**config.mk**
```make
export PLATFORM = sky130hd
export DESIGN_NAME = branch_target_cache
export DESIGN_NICKNAME = d
export VERILOG_FILES = /design/src/rtl/btc_pkg.sv /design/src/rtl/btc_entry.sv /design/src/rtl/btc_fetch_ptr.sv /design/src/rtl/btc_pq_out.sv /design/src/rtl/branch_target_cache.sv
export SDC_FILE = /design/constraint.sdc
export NUM_CORES = 1
export LEC_CHECK = 0
export BUFFER_PORTS_ARGS = -buffer_cell sky130_fd_sc_hd__buf_2
export CAP_MARGIN = 5
export CORE_ASPECT_RATIO = 0.75
export CORE_MARGIN = 2
export CORE_UTILIZATION = 48
export CTS_CLUSTER_DIAMETER = 200
export CTS_CLUSTER_SIZE = 12
export DETAILED_ROUTE_END_ITERATION = 10
export GPL_TIMING_DRIVEN = 0
export PLACE_DENSITY = 0.76
export SLEW_MARGIN = 10
export SYNTH_ARGS = -nofsm -noshare
export SYNTH_HDL_FRONTEND = slang
export SYNTH_SLANG_ARGS = --single-unit
```
**constraint.sdc**
```tcl
create_clock -name clk -period 3.85 [get_ports clk]
set_input_delay 0.385 -clock clk [delete_from_list [all_inputs] [get_ports clk]]
set_output_delay 0.385 -clock clk [all_outputs]
set_load 0.05 [all_outputs]
```
**src/rtl/btc_pkg.sv**
```systemverilog
package btc_pkg;
  typedef enum logic [1:0] {
    JK_REL   = 2'd0,
    JK_ABS   = 2'd1,
    JK_BIT   = 2'd2,
    JK_OTHER = 2'd3
  } jkind_e;
endpackage

```
**src/rtl/btc_entry.sv**
```systemverilog
module btc_entry
  import btc_pkg::*;
#(
  parameter int AW    = 16,
  parameter int DW    = 16,
  parameter int WORDS = 2
) (
  input  logic          clk,
  input  logic          rst,
  input  logic          lookup_vld,
  input  jkind_e        lookup_kind,
  input  logic [AW-1:0] lookup_pc,
  input  logic          lookup_internal,
  input  logic          take,
  input  logic [DW-1:0] take_data,
  input  logic [(WORDS>1 ? $clog2(WORDS) : 1)-1:0] rd_idx,
  output logic          hit,
  output logic [DW-1:0] rd_word
);
  localparam int IW = (WORDS > 1) ? $clog2(WORDS) : 1;
  localparam logic [IW-1:0] LAST = IW'(WORDS - 1);

  logic          valid;
  logic          filling;
  logic [AW-1:0] tag;
  logic [IW-1:0] fill_idx;
  logic [DW-1:0] words [WORDS];

  logic cacheable;
  assign cacheable = (lookup_kind != JK_OTHER) && !lookup_internal;
  assign hit = lookup_vld && valid && (tag == lookup_pc) &&
               (lookup_kind == JK_REL) && !lookup_internal;

  always_ff @(posedge clk) begin
    if (rst) begin
      valid    <= 1'b0;
      filling  <= 1'b0;
      tag      <= '0;
      fill_idx <= '0;
    end else if (lookup_vld) begin
      if (!hit) begin
        valid    <= 1'b0;
        filling  <= cacheable;
        fill_idx <= '0;
        if (cacheable) tag <= lookup_pc;
      end
    end else if (filling && take) begin
      fill_idx <= fill_idx + 1'b1;
      if (fill_idx == LAST) begin
        filling <= 1'b0;
        valid   <= 1'b1;
      end
    end
  end

  always_ff @(posedge clk) begin
    if (filling && take && !lookup_vld) words[fill_idx] <= take_data;
  end

  assign rd_word = words[rd_idx];

  p_reset_clear_r1: assert property (@(posedge clk) disable iff (rst)
    $past(rst) |-> !valid);
  p_fill_exclusive_r4: assert property (@(posedge clk) disable iff (rst)
    !(valid && filling));
  p_valid_after_fill_r4: assert property (@(posedge clk) disable iff (rst)
    $rose(valid) |-> $past(filling && take && fill_idx == LAST));
  p_internal_invalidates_r8: assert property (@(posedge clk) disable iff (rst)
    lookup_vld && lookup_internal |=> !valid && !filling);
endmodule

```
**src/rtl/btc_fetch_ptr.sv**
```systemverilog
module btc_fetch_ptr #(
  parameter int          AW         = 16,
  parameter int          DW         = 16,
  parameter int          WORDS      = 2,
  parameter logic [15:0] RESET_ADDR = 16'h0000
) (
  input  logic          clk,
  input  logic          rst,
  input  logic          jmp_vld,
  input  logic          hit,
  input  logic [AW-1:0] target,
  input  logic          bus_ack,
  input  logic          bus_xfer,
  output logic [AW-1:0] fetch_addr,
  output logic          fetch_req,
  output logic          take,
  output logic          replay_act,
  output logic [(WORDS>1 ? $clog2(WORDS) : 1)-1:0] replay_idx
);
  localparam int CW = $clog2(WORDS + 1);
  localparam int IW = (WORDS > 1) ? $clog2(WORDS) : 1;
  localparam logic [AW-1:0] STEP = AW'(DW / 8);
  localparam logic [AW-1:0] ADV  = AW'(WORDS * (DW / 8));

  logic [CW-1:0] cnt;

  assign fetch_req  = (cnt == '0);
  assign replay_act = !fetch_req;
  assign take       = bus_ack && !bus_xfer && fetch_req && !jmp_vld;
  assign replay_idx = IW'(WORDS - int'(cnt));

  always_ff @(posedge clk) begin
    if (rst) begin
      fetch_addr <= AW'(RESET_ADDR);
      cnt        <= '0;
    end else if (jmp_vld) begin
      if (hit) begin
        fetch_addr <= target + ADV;
        cnt        <= CW'(WORDS);
      end else begin
        fetch_addr <= target;
        cnt        <= '0;
      end
    end else begin
      if (take) fetch_addr <= fetch_addr + STEP;
      if (cnt != '0) cnt <= cnt - 1'b1;
    end
  end

  p_resume_past_pair_r6: assert property (@(posedge clk) disable iff (rst)
    jmp_vld && hit |=> fetch_addr == $past(target) + ADV);
  p_xfer_ignored_r10: assert property (@(posedge clk) disable iff (rst)
    bus_ack && bus_xfer && !jmp_vld |=> fetch_addr == $past(fetch_addr));
  p_miss_redirect_r3: assert property (@(posedge clk) disable iff (rst)
    jmp_vld && !hit |=> fetch_addr == $past(target) && fetch_req);
endmodule

```
**src/rtl/btc_pq_out.sv**
```systemverilog
module btc_pq_out #(
  parameter int DW = 16
) (
  input  logic          clk,
  input  logic          rst,
  input  logic          kill,
  input  logic          hit_evt,
  input  logic          replay_act,
  input  logic [DW-1:0] rd_word,
  input  logic          take,
  input  logic [DW-1:0] bus_data,
  output logic          pq_vld,
  output logic [DW-1:0] pq_word,
  output logic          cache_hit
);
  always_ff @(posedge clk) begin
    if (rst) begin
      pq_vld    <= 1'b0;
      pq_word   <= '0;
      cache_hit <= 1'b0;
    end else begin
      cache_hit <= hit_evt;
      if (kill) begin
        pq_vld <= 1'b0;
      end else if (replay_act) begin
        pq_vld  <= 1'b1;
        pq_word <= rd_word;
      end else if (take) begin
        pq_vld  <= 1'b1;
        pq_word <= bus_data;
      end else begin
        pq_vld <= 1'b0;
      end
    end
  end

  p_kill_drops_word_r3: assert property (@(posedge clk) disable iff (rst)
    kill |=> !pq_vld);
endmodule

```
**src/rtl/branch_target_cache.sv**
```systemverilog
module branch_target_cache
  import btc_pkg::*;
#(
  parameter int          AW         = 16,
  parameter int          DW         = 16,
  parameter logic [15:0] RESET_ADDR = 16'h0000
) (
  input  logic          clk,
  input  logic          rst,
  input  logic          jmp_vld,
  input  logic [1:0]    jmp_kind,
  input  logic [AW-1:0] jmp_pc,
  input  logic [AW-1:0] jmp_target,
  input  logic          jmp_internal,
  input  logic          bus_ack,
  input  logic          bus_xfer,
  input  logic [DW-1:0] bus_rdata,
  output logic [AW-1:0] fetch_addr,
  output logic          fetch_req,
  output logic          pq_vld,
  output logic [DW-1:0] pq_word,
  output logic          cache_hit
);
  localparam int WORDS = 2;
  localparam int IW    = (WORDS > 1) ? $clog2(WORDS) : 1;

  jkind_e        kind;
  logic          hit;
  logic          take;
  logic          replay_act;
  logic [IW-1:0] replay_idx;
  logic [DW-1:0] rd_word;

  assign kind = jkind_e'(jmp_kind);

  btc_entry #(.AW(AW), .DW(DW), .WORDS(WORDS)) u_entry (
    .clk(clk), .rst(rst),
    .lookup_vld(jmp_vld), .lookup_kind(kind), .lookup_pc(jmp_pc),
    .lookup_internal(jmp_internal),
    .take(take), .take_data(bus_rdata), .rd_idx(replay_idx),
    .hit(hit), .rd_word(rd_word)
  );

  btc_fetch_ptr #(.AW(AW), .DW(DW), .WORDS(WORDS), .RESET_ADDR(RESET_ADDR)) u_ptr (
    .clk(clk), .rst(rst),
    .jmp_vld(jmp_vld), .hit(hit), .target(jmp_target),
    .bus_ack(bus_ack), .bus_xfer(bus_xfer),
    .fetch_addr(fetch_addr), .fetch_req(fetch_req), .take(take),
    .replay_act(replay_act), .replay_idx(replay_idx)
  );

  btc_pq_out #(.DW(DW)) u_out (
    .clk(clk), .rst(rst),
    .kill(jmp_vld), .hit_evt(hit), .replay_act(replay_act),
    .rd_word(rd_word), .take(take), .bus_data(bus_rdata),
    .pq_vld(pq_vld), .pq_word(pq_word), .cache_hit(cache_hit)
  );

  p_abs_never_hits_r7: assert property (@(posedge clk) disable iff (rst)
    jmp_vld && jmp_kind == 2'd1 |=> !cache_hit);
  p_internal_never_hits_r8: assert property (@(posedge clk) disable iff (rst)
    jmp_vld && jmp_internal |=> !cache_hit);
  p_other_then_miss_r9: assert property (@(posedge clk) disable iff (rst)
    jmp_vld && jmp_kind == 2'd3 ##1 jmp_vld |=> !cache_hit);
  p_replay_starts_r5: assert property (@(posedge clk) disable iff (rst)
    cache_hit && !jmp_vld |=> pq_vld && !fetch_req);
  p_no_fetch_in_replay_r5: assert property (@(posedge clk) disable iff (rst)
    cache_hit |-> !fetch_req);
endmodule

```
==> key figures, run 1 <==
Status
  • Status: finished, final reports clean

Clock tree
  • CTS tree: yes
  • Clock Latency Late Sink: 0.34 ns
  • Clk slew on worst S/H paths: 0.06 ns
  • CTS max path bufs: 2
  • Cts hold-fix bufs: 0
  • CTS buffer count: 9
  • Root Driver: clkbuf_16
  • Post CTS Setup Buffer Count: 0
  • Clock sink count: 87
  • # resized after CTS: 0
  • Htree depth: 3

Layout
  • Register area: 2060 µm²
  • Ant diodes: 0
  • Syn-to-layout area delta: 21.8%
  • Proportion of layout cells with a drive suffix above 1: 21.4%
  • Footprint of the multi-input gates: 1990 µm²
  • Design area: 5080 µm²
  • Most frequent cells in the layout: buf_2, nand2_1, dfxtp_1, nor2_1, mux2i_1
  • Final Util: 60.1%
  • Fin nets: 606
  • Most common cell after layout, fill and taps aside: buf_2
  • # fillers: 721

Logic synthesis
  • Async set or reset register ratio after synthesis: 0%
  • Mean Syn Cell Area: 9.36 µm²
  • Ys Warns: 0
  • Synth top area cells: dfxtp_1, edfxtp_1, mux2i_1
  • Synth area leader: dfxtp_1
  • Number of flops mapped to enable cells by yosys: 32
  • Synth Register Bits: 87
  • Cells after Synth: 446
  • Sequential share of the synthesized area: 49.4%
  • Synth cell types: 50
  • Ys flop type: dfxtp_1
  • Post-synth top area share: 26.4%
  • Mapped Area: 4170 µm²
  • Syn Nets: 505

Setup path
  • Most common cell on crit path: clkbuf_1
  • CP required: 4.12 ns
  • Type of origin of the critical path: flop
  • Arr. time, crit path: 3.72 ns
  • Setup CP Type: flop to flop
  • Crit-path max cell delay: 0.50 ns
  • Buf+Inv Stages, Crit Path: 4
  • Worst-path maximum fanout: 18
  • Critical path's slowest cell: clkbuf_1
  • Cell-by-cell trace of the critical path: clkbuf_1 > buf_2 > inv_1 > ha_1 > and3b_1 > clkbuf_1 > nand2_1 > nor2_1 > and2_1 > or3b_1 > a21oi_1
  • CP Capture Type: flop
  • Largest delay share family, worst path: simple AND/OR/NAND/NOR gates

Drt
  • Routed vias/inst: 5.63
  • Post-route DRC: 0
  • Total routed wirelength: 10700 µm
  • Antenna Violating Nets Remaining: 0
  • 1st-iter DRT viols: 244
  • Drt first pass iters: 7
  • Wire length per cell: 16.2 µm
  • Via count: 3719

STA
  • Slew HR: 44.7%
  • Setup-failing EPs final: 0
  • Min cycle time layout: 3.45 ns
  • Clock skew: 0.00686 ns
  • Highest Clock Rate: 290 MHz
  • Final Max Slew Viols: 0
  • Worst hold slack: 0.248 ns
  • Final period util: 89.6%
  • RSZ-0062 raised after global routing: no
  • Slew @ Worst Pin: 0.830 ns
  • Final hold vios: 0

Die
  • Core region area: 8450 µm²
  • Die Area: 9470 µm²
  • Cell Rows: 29
  • Die Height: 84.8 µm
  • I/O pins: 91
  • Initial cell density of the core: 49.4%
  • Die W: 112 µm

Power and ir drop
  • Power Dens Cells: 433 nW/µm²
  • VDD IR max: 316 µV
  • P_leak: 0.00208 µW

Place
  • RePlAce Congestion: 0.943
  • Dpl cell area: 4770 µm²
  • HPWL after DPL: 7670 µm
  • IO buf count: 89

Global route
  • Initial antenna violation count: 0
  • Total gr overflow: 0
  • Number of global-route vias before repair: 3494
  • Total GRT Usage: 22.9%
  • First-pass GRT wire length: 17100 µm
  • Pin count of the biggest net entering global routing: 19

Job
  • Max cap viols: 0

Hold path
  • Tightest Hold Check Type: primary input to flop
==> metal layers <==
| metal | wire length (µm) | track usage [%] |
|---|---|---|
| met4 | 172 | 7.97 |
| met3 | 963 | 6.57 |
| met2 | 4870 | 36.2 |
| met5 | 0 | 0 |
| met1 | 4720 | 30.3 |
==> per-stage QoR <==
stage                     cells  power (µW)  setup WS, ns  TNS, ns
after floorplan             446        1200         0.321        0
after global placement      643        1280        -0.330    -5.28
after detailed placement    644        1290         0.419        0
after CTS                   660        2210         0.387        0
after global routing        660        2280         0.123        0
final                       660        2200         0.400        0
==> power by group <==
group | switching (µW) | internal (µW) | total, µW
registers | 27.4 | 980 | 1010
clock network | 344 | 584 | 928
logic | 178 | 88.7 | 266
total | 549 | 1650 | 2200
==> cell families after synthesis <==
kind of cell               after synthesis  synth area share (%)
AOI/OAI and AO/OA                       88                  12.7
DFF                                     87                  49.4
and+or+nand+nor                        173                  19.4
muxes                                   33                  7.91
adders and majority gates                3                 0.899
xor gates and xnor gates                32                  6.71
buffers and inverters                   30                  2.94
==> cells in the mapped netlist, drive strengths merged, types with 3 or more instances <==
cell type  number
a211oi          9
a21oi          32
a31oi           5
and3            5
buf             8
clkbuf         16
dfxtp          55
edfxtp         32
ha              3
inv             5
mux2i          33
nand2          66
nand3          14
nand3b          5
nand4           5
nor2           46
nor3           14
nor4            7
nor4b           3
o21ai          26
o311ai          3
xnor2          10
xor2           22
==> worst paths after layout <==
check,from,endpoint,slack (ns),depth (start not counted)
min,bus_rdata[6],u_entry.words[0][6]$_DFFE_PP_,0.25,1
min reg2reg,u_out.pq_word[14]$_SDFFE_PP0P_,u_out.pq_word[14]$_SDFFE_PP0P_,0.45,2
max reg2reg,u_ptr.cnt[0]$_SDFFE_PP0P_,u_entry.filling$_SDFFE_PP0P_,0.40,11
max,u_ptr.cnt[0]$_SDFFE_PP0P_,u_entry.filling$_SDFFE_PP0P_,0.40,11
==> flip-flops by register name, indices dropped and copies added, names as in the netlist <==
register          flops
u_entry.words        32
u_entry.tag          16
u_out.pq_word        16
u_ptr.fetch_addr     16
u_ptr.cnt             2
u_entry.fill_idx      1
u_entry.filling       1
u_entry.valid         1
u_out.cache_hit       1
u_out.pq_vld          1
==> layout make-up <==
type                       instances  area share [%]
tap                              108            2.66
clock inverter                     4            1.38
buffer                            24            1.97
multi-input combinational        329            39.2
clock buffer                      12            4.85
timing repair buffer              90            8.91
inverter                           6           0.443
sequential                        87            40.6
Power figures use the tool's default switching activity.
==> run 2: changes to the inputs <==
--- a/config.mk
+++ b/config.mk
@@ -9,12 +9,12 @@
 export CAP_MARGIN = 5
 export CORE_ASPECT_RATIO = 0.75
 export CORE_MARGIN = 2
-export CORE_UTILIZATION = 48
+export CORE_UTILIZATION = 25
 export CTS_CLUSTER_DIAMETER = 200
 export CTS_CLUSTER_SIZE = 12
 export DETAILED_ROUTE_END_ITERATION = 10
 export GPL_TIMING_DRIVEN = 0
-export PLACE_DENSITY = 0.76
+export PLACE_DENSITY = 0.4
 export SLEW_MARGIN = 10
 export SYNTH_ARGS = -nofsm -noshare
 export SYNTH_HDL_FRONTEND = slang
==> key figures, run 2 (synthesis results as in run 1) <==
Setup path
  • Arr. time, crit path: 3.63 ns (-0.09 ns)
  • CP Capture Type: flop
  • Cell-by-cell trace of the critical path: buf_2 > inv_1 > ha_1 > and3b_1 > clkbuf_1 > nand2_1 > nor2_1 > and2_1 > or3b_1 > a21oi_1
  • Buf+Inv Stages, Crit Path: 3 (-1)
  • Crit-path max cell delay: 0.70 ns (+0.20 ns)
  • Type of origin of the critical path: flop
  • CP required: 4.12 ns (about the same)
  • Worst-path maximum fanout: 18 (unchanged)
  • Largest delay share family, worst path: simple AND/OR/NAND/NOR gates
  • Setup CP Type: flop to flop
  • Critical path's slowest cell: dfxtp_1

STA
  • RSZ-0062 raised after global routing: no
  • Setup-failing EPs final: 0 (unchanged)
  • Final period util: 87.3% (-2.3 points)
  • Slew HR: 38.1% (-6.6 points)
  • Worst hold slack: 0.247 ns (-0.00132 ns)
  • Final Max Slew Viols: 0 (unchanged)
  • Highest Clock Rate: 298 MHz (+2.7%)
  • Min cycle time layout: 3.36 ns (-0.0903 ns)
  • Final hold vios: 0 (unchanged)
  • Slew @ Worst Pin: 0.929 ns (+0.0988 ns)
  • Clock skew: 0.00828 ns (+0.00142 ns)

Drt
  • Routed vias/inst: 4.74 (-16%)
  • Post-route DRC: 0 (unchanged)
  • Via count: 3613 (-2.9%)
  • Wire length per cell: 16.3 µm (+0.17%)
  • Antenna Violating Nets Remaining: 0 (unchanged)
  • Total routed wirelength: 12400 µm (+16%)
  • Drt first pass iters: 4 (-3)
  • 1st-iter DRT viols: 178 (-27%)

Global route
  • Total gr overflow: 0 (unchanged)
  • First-pass GRT wire length: 19800 µm (+15%)
  • Total GRT Usage: 14.5% (-8.4 points)
  • Initial antenna violation count: 0 (unchanged)
  • Number of global-route vias before repair: 3554 (+1.7%)
  • Pin count of the biggest net entering global routing: 19 (unchanged)

Clock tree
  • Root Driver: clkbuf_16
  • Htree depth: 3 (unchanged)
  • Clk slew on worst S/H paths: 0.07 ns (about the same)
  • Clock sink count: 87 (unchanged)
  • CTS buffer count: 9 (unchanged)
  • Cts hold-fix bufs: 0 (unchanged)
  • Clock Latency Late Sink: 0.35 ns (about the same)
  • CTS max path bufs: 2 (unchanged)
  • CTS tree: yes

Die
  • Die Area: 17800 µm² (+88%)
  • Initial cell density of the core: 25.8% (-24 points)
  • Die Height: 116 µm (+37%)
  • I/O pins: 91 (unchanged)
  • Die W: 153 µm (+37%)
  • Core region area: 16200 µm² (+91%)
  • Cell Rows: 40 (+38%)

Power and ir drop
  • Power Dens Cells: 414 nW/µm² (-4.4%)
  • Design Power: 2150 µW (-2.3%)
  • P_leak: 0.00207 µW (-0.46%)
  • VDD IR max: 231 µV (-27%)

Layout
  • Reg with most FFs: u_entry.words
  • Design area: 5190 µm² (+2.1%)
  • Proportion of layout cells with a drive suffix above 1: 21.4% (unchanged)
  • Most frequent cells in the layout: buf_2, nand2_1, dfxtp_1, nor2_1, mux2i_1
  • Layout Cells excl Fill: 762 (+15%)
  • Flip-flop count of the largest register after layout: 32 (unchanged)
  • Most common cell after layout, fill and taps aside: buf_2
  • Ant diodes: 0 (unchanged)
  • # fillers: 1761 (+140%)
  • Fin nets: 606 (unchanged)
  • Syn-to-layout area delta: 24.4%

Place
  • HPWL after DPL: 9030 µm (+18%)
  • Dpl cell area: 4910 µm² (+2.9%)
  • RePlAce Congestion: 0.824 (-13%)
  • IO buf count: 89 (unchanged)
  • Placed Instances: 747 (+16%)

Hold path
  • Tightest Hold Check Type: primary input to flop

Status
  • Status: finished, final reports clean

Job
  • Max cap viols: 0 (unchanged)
==> run 2: cell types whose count changed in the layout (fill, tap and decap cells not counted), sizes merged <==
cell / delta
buf: +1
inv: +2
clkbuf: -2
bufinv: -1
==> run 2: layout make-up <==
type | count | area, µm² | share of cell area (%)
clock inverters | 5 | 56.3 | 1.08
flip-flops and latches | 87 | 2060 | 39.7
plain buffers | 23 | 96.3 | 1.86
clock buffers | 11 | 233 | 4.48
repair buffers | 91 | 464 | 8.94
inverters | 6 | 22.5 | 0.434
multi-input cells | 329 | 1990 | 38.4
well taps | 210 | 263 | 5.06
==> run 2: final timing paths <==
check                            startpoint                              to  slack (ns)  depth (start not counted)
max               u_ptr.cnt[0]$_SDFFE_PP0P_    u_entry.filling$_SDFFE_PP0P_        0.49                         10
min                           bus_rdata[15]  u_entry.words[1][15]$_DFFE_PP_        0.25                          1
max reg2reg       u_ptr.cnt[0]$_SDFFE_PP0P_    u_entry.filling$_SDFFE_PP0P_        0.49                         10
min reg2reg  u_out.pq_word[14]$_SDFFE_PP0P_  u_out.pq_word[14]$_SDFFE_PP0P_        0.45                          2
==> run 2: stage by stage <==
step / TNS, ns / setup slack (ns) / utilization (%)
global placement: -10.54 / -0.660 / 30.2
CTS: 0 / 0.220 / 32.1
global route: 0 / 0.104 / 32.1
floorplan: 0 / 0.321 / -
detailed placement: 0 / 0.246 / 30.3
finish: 0 / 0.491 / 32.1
==> run 2: repair_timing <==
action                                  4_1_cts  5_1_grt
endpoints found under the setup margin        0        1
setup buffers                                 0        0
gates resized for setup                       0        0
==> run 2: where the power goes <==
group          switching, µW  internal, µW
registers               27.9           980
clock network            368           505
logic                    181          88.8
total                    577          1570
==> run 2: layer usage <==
layer,wire [µm],share of wire [%],GRT usage (%),vias up
met2,5300,43,22.0,89
met4,120,0.97,4.07,0
met1,6230,50,20.0,1708
met3,749,6.0,4.41,12
li1,-,-,-,1804
met5,0,0,0,-
==> run 3: changes to the inputs <==
--- a/config.mk
+++ b/config.mk
@@ -14,8 +14,9 @@
 export CTS_CLUSTER_SIZE = 12
 export DETAILED_ROUTE_END_ITERATION = 10
 export GPL_TIMING_DRIVEN = 0
-export PLACE_DENSITY = 0.4
+export PLACE_DENSITY = 0.39
 export SLEW_MARGIN = 10
 export SYNTH_ARGS = -nofsm -noshare
 export SYNTH_HDL_FRONTEND = slang
+export SYNTH_HIERARCHICAL = 1
 export SYNTH_SLANG_ARGS = --single-unit
==> key figures, run 3 <==
Logic synthesis
  • Synth area leader: dfxtp_1
  • Syn Nets: 505 (unchanged)
  • Count leader, synth: dfxtp_1
  • Ys Warns: 6 (+6)
  • Post-synth top area share: 23.6% (-2.8 points)
  • Synth Register Bits: 87 (unchanged)
  • Synth top area cells: dfxtp_1, edfxtp_1, xnor2_1
  • Cells after Synth: 446 (unchanged)
  • Sequential share of the synthesized area: 44.2% (-5.2 points)
  • Number of flops mapped to enable cells by yosys: 32 (unchanged)
  • Ys flop type: dfxtp_1
  • Mean Syn Cell Area: 10.5 µm² (+12%)
  • Mapped Area: 4660 µm² (+12%)
  • Synth cell types: 50 (unchanged)
  • Commonest cells in the netlist: dfxtp_1, edfxtp_1, nand2_1, nor2_1, xnor2_1
  • Async set or reset register ratio after synthesis: 0% (unchanged)

Global route
  • Number of global-route vias before repair: 3871 (+8.9%)
  • First-pass GRT wire length: 20800 µm (+4.9%)
  • Initial antenna violation count: 0 (unchanged)
  • Total gr overflow: 0 (unchanged)
  • Total GRT Usage: 13.7% (-0.77 points)
  • Pin count of the biggest net entering global routing: 18 (-1)

STA
  • Final Max Slew Viols: 0 (unchanged)
  • Final hold vios: 0 (unchanged)
  • Clock skew: 0.00450 ns (-0.00378 ns)
  • Min cycle time layout: 2.90 ns (-0.462 ns)
  • Fin worst setup slack: 0.953 ns (+0.462 ns)
  • Slew HR: 38.3% (+0.26 points)
  • Highest Clock Rate: 345 MHz (+16%)
  • Slew @ Worst Pin: 0.925 ns (-0.00392 ns)
  • Setup TNS: 0 ns (unchanged)
  • RSZ-0062 raised after global routing: no
  • Setup-failing EPs final: 0 (unchanged)
  • Final period util: 75.3% (-12 points)

Die
  • Die Height: 122 µm (+5.5%)
  • Initial cell density of the core: 25.4% (-0.47 points)
  • Die W: 162 µm (+5.6%)
  • Core region area: 18400 µm² (+14%)
  • Die Area: 19800 µm² (+11%)
  • I/O pins: 91 (unchanged)
  • Cell Rows: 43 (+7.5%)

Clock tree
  • CTS buffer count: 9 (unchanged)
  • Htree depth: 3 (unchanged)
  • Cts hold-fix bufs: 0 (unchanged)
  • Clock Latency Late Sink: 0.34 ns (about the same)
  • # resized after CTS: 0 (unchanged)
  • Post CTS Setup Buffer Count: 0 (unchanged)
  • CTS tree: yes
  • Clock sink count: 87 (unchanged)
  • Clk slew on worst S/H paths: 0.07 ns (about the same)
  • CTS max path bufs: 2 (unchanged)
  • Root Driver: clkbuf_16

Power and ir drop
  • Design Power: 2230 µW (+3.7%)
  • VDD IR max: 186 µV (-19%)
  • P_leak: 0.00201 µW (-2.9%)
  • Power Dens Cells: 387 nW/µm² (-6.5%)

Setup path
  • Arr. time, crit path: 3.12 ns (-0.51 ns)
  • CP Capture Type: flop
  • Type of origin of the critical path: flop
  • Cell-by-cell trace of the critical path: xnor2_1 > nand4_1 > nor2_1 > nand2_1 > nor3_1 > clkbuf_1 > and3_1 > nand4_1 > nor3b_1 > xnor2_1 > o22ai_1
  • Crit-path max cell delay: 0.36 ns (-0.34 ns)
  • CP required: 4.08 ns (-0.04 ns)
  • Worst-path maximum fanout: 7 (-11)
  • Critical path's slowest cell: clkbuf_1
  • Setup CP Type: flop to flop

Place
  • RePlAce Congestion: 0.825 (+0.18%)
  • HPWL after DPL: 9450 µm (+4.6%)
  • IO buf count: 90 (+1.1%)
  • Pre-CTS setup slack: 0.794 ns (+0.548 ns)
  • Placed Instances: 784 (+5.0%)

Drt
  • Antenna Violating Nets Remaining: 0 (unchanged)
  • Drt first pass iters: 4 (unchanged)
  • 1st-iter DRT viols: 183 (+2.8%)
  • Via count: 3700 (+2.4%)
  • Routed vias/inst: 4.63 (-2.5%)
  • Wire length per cell: 16.3 µm (+0.40%)
  • Post-route DRC: 0 (unchanged)
  • Total routed wirelength: 13100 µm (+5.4%)

Layout
  • Syn-to-layout area delta: 23.4%
  • Most common cell after layout, fill and taps aside: buf_2
  • Most frequent cells in the layout: buf_2, dfxtp_1, nand2_1, edfxtp_1, nor2_1
  • Reg with most FFs: u_entry/words
  • Flip-flop count of the largest register after layout: 32 (unchanged)
  • Proportion of layout cells with a drive suffix above 1: 31.8% (+10 points)
  • Final Util: 31.3% (-0.83 points)
  • Layout Cells excl Fill: 800 (+5.0%)
  • Fin nets: 607 (+0.17%)
  • Ant diodes: 0 (unchanged)

Job
  • Max cap viols: 0 (unchanged)

Status
  • Status: finished, final reports clean

Hold path
  • Tightest Hold Check Type: primary input to flop
## run 3: cell types whose count changed in the layout (fill, tap and decap cells not counted), moves of 11 or more
cell | previous run | this run
nand2_1 | 66 | 32
a21oi_1 | 32 | 7
o21ai_0 | 25 | 1
xnor2_1 | 10 | 29
nand2b_1 | 0 | 17
a211oi_2 | 1 | 17
mux2_2 | 0 | 16
o22a_1 | 0 | 16
nor2_1 | 46 | 31
mux2i_1 | 33 | 19
o211ai_1 | 2 | 16
nand3b_1 | 4 | 16
nor2_2 | 0 | 11
## run 3: layout make-up
class	count	area [µm²]
Buffer	27	168
Timing Repair Buffer	91	465
Inverter	7	26.3
Clock buffer	9	225
Tap cell	247	309
Fill cell	1975	12600
Sequential cell	87	2060
Clock inverter	7	90.1
Multi-Input combinational cell	325	2410
## run 3: where the power goes
group / leakage [µW] / switching, µW / internal (µW)
clock: 0.000153 / 397 / 517
combinational: 0.00111 / 195 / 109
sequential: 0.000739 / 28.3 / 984
## run 3: layer usage
layer | part of all wire, % | vias to the layer above | global-route usage, %
li1 | - | 1830 | -
met1 | 48 | 1771 | 18.3
met2 | 46 | 85 | 22.0
met3 | 4.6 | 14 | 3.38
met4 | 1.4 | 0 | 4.15
met5 | 0 | - | 0
## run 3: cells by family after synthesis
group	count (synthesis)	synth area share (%)
AND/OR/NAND/NOR	172	21.1
flip-flops	87	44.2
AO/OA/AOI/OAI	72	13.7
XOR/XNOR	42	7.89
multiplexers	36	8.18
buffers and inverters	34	4.16
adder cells (fa/ha/maj)	3	0.805
## run 3: critical path, delay by kind of cell (launching register included)
kind / cells / cell delay (ns)
DFF: 1 / 0.32
AOI/OAI and AO/OA: 1 / 0.10
xor gates and xnor gates: 2 / 0.48
buffers and inverters: 1 / 0.36
and+or+nand+nor: 7 / 1.49
## run 3: worst paths after layout
kind                                       from                                 to  slack [ns]  cells past startpoint
hold reg to reg   u_out/pq_word[1]$_SDFFE_PP0P_      u_out/pq_word[1]$_SDFFE_PP0P_        0.51                      2
hold / removal                    bus_rdata[10]     u_entry/words[1][10]$_DFFE_PP_        0.24                      1
setup / recovery   u_entry/tag[11]$_SDFFE_PP0P_  u_ptr/fetch_addr[15]$_SDFFE_PP0P_        0.95                     11
setup reg to reg   u_entry/tag[11]$_SDFFE_PP0P_  u_ptr/fetch_addr[15]$_SDFFE_PP0P_        0.95                     11
## run 3: metrics by stage
step / area [µm²] / hold slack (ns)
floorplan: 4660 / 0.458
global placement: 5420 / 0.483
detailed placement: 5440 / 0.475
CTS: 5760 / 0.218
global route: 5760 / 0.225
finish: 5760 / 0.243
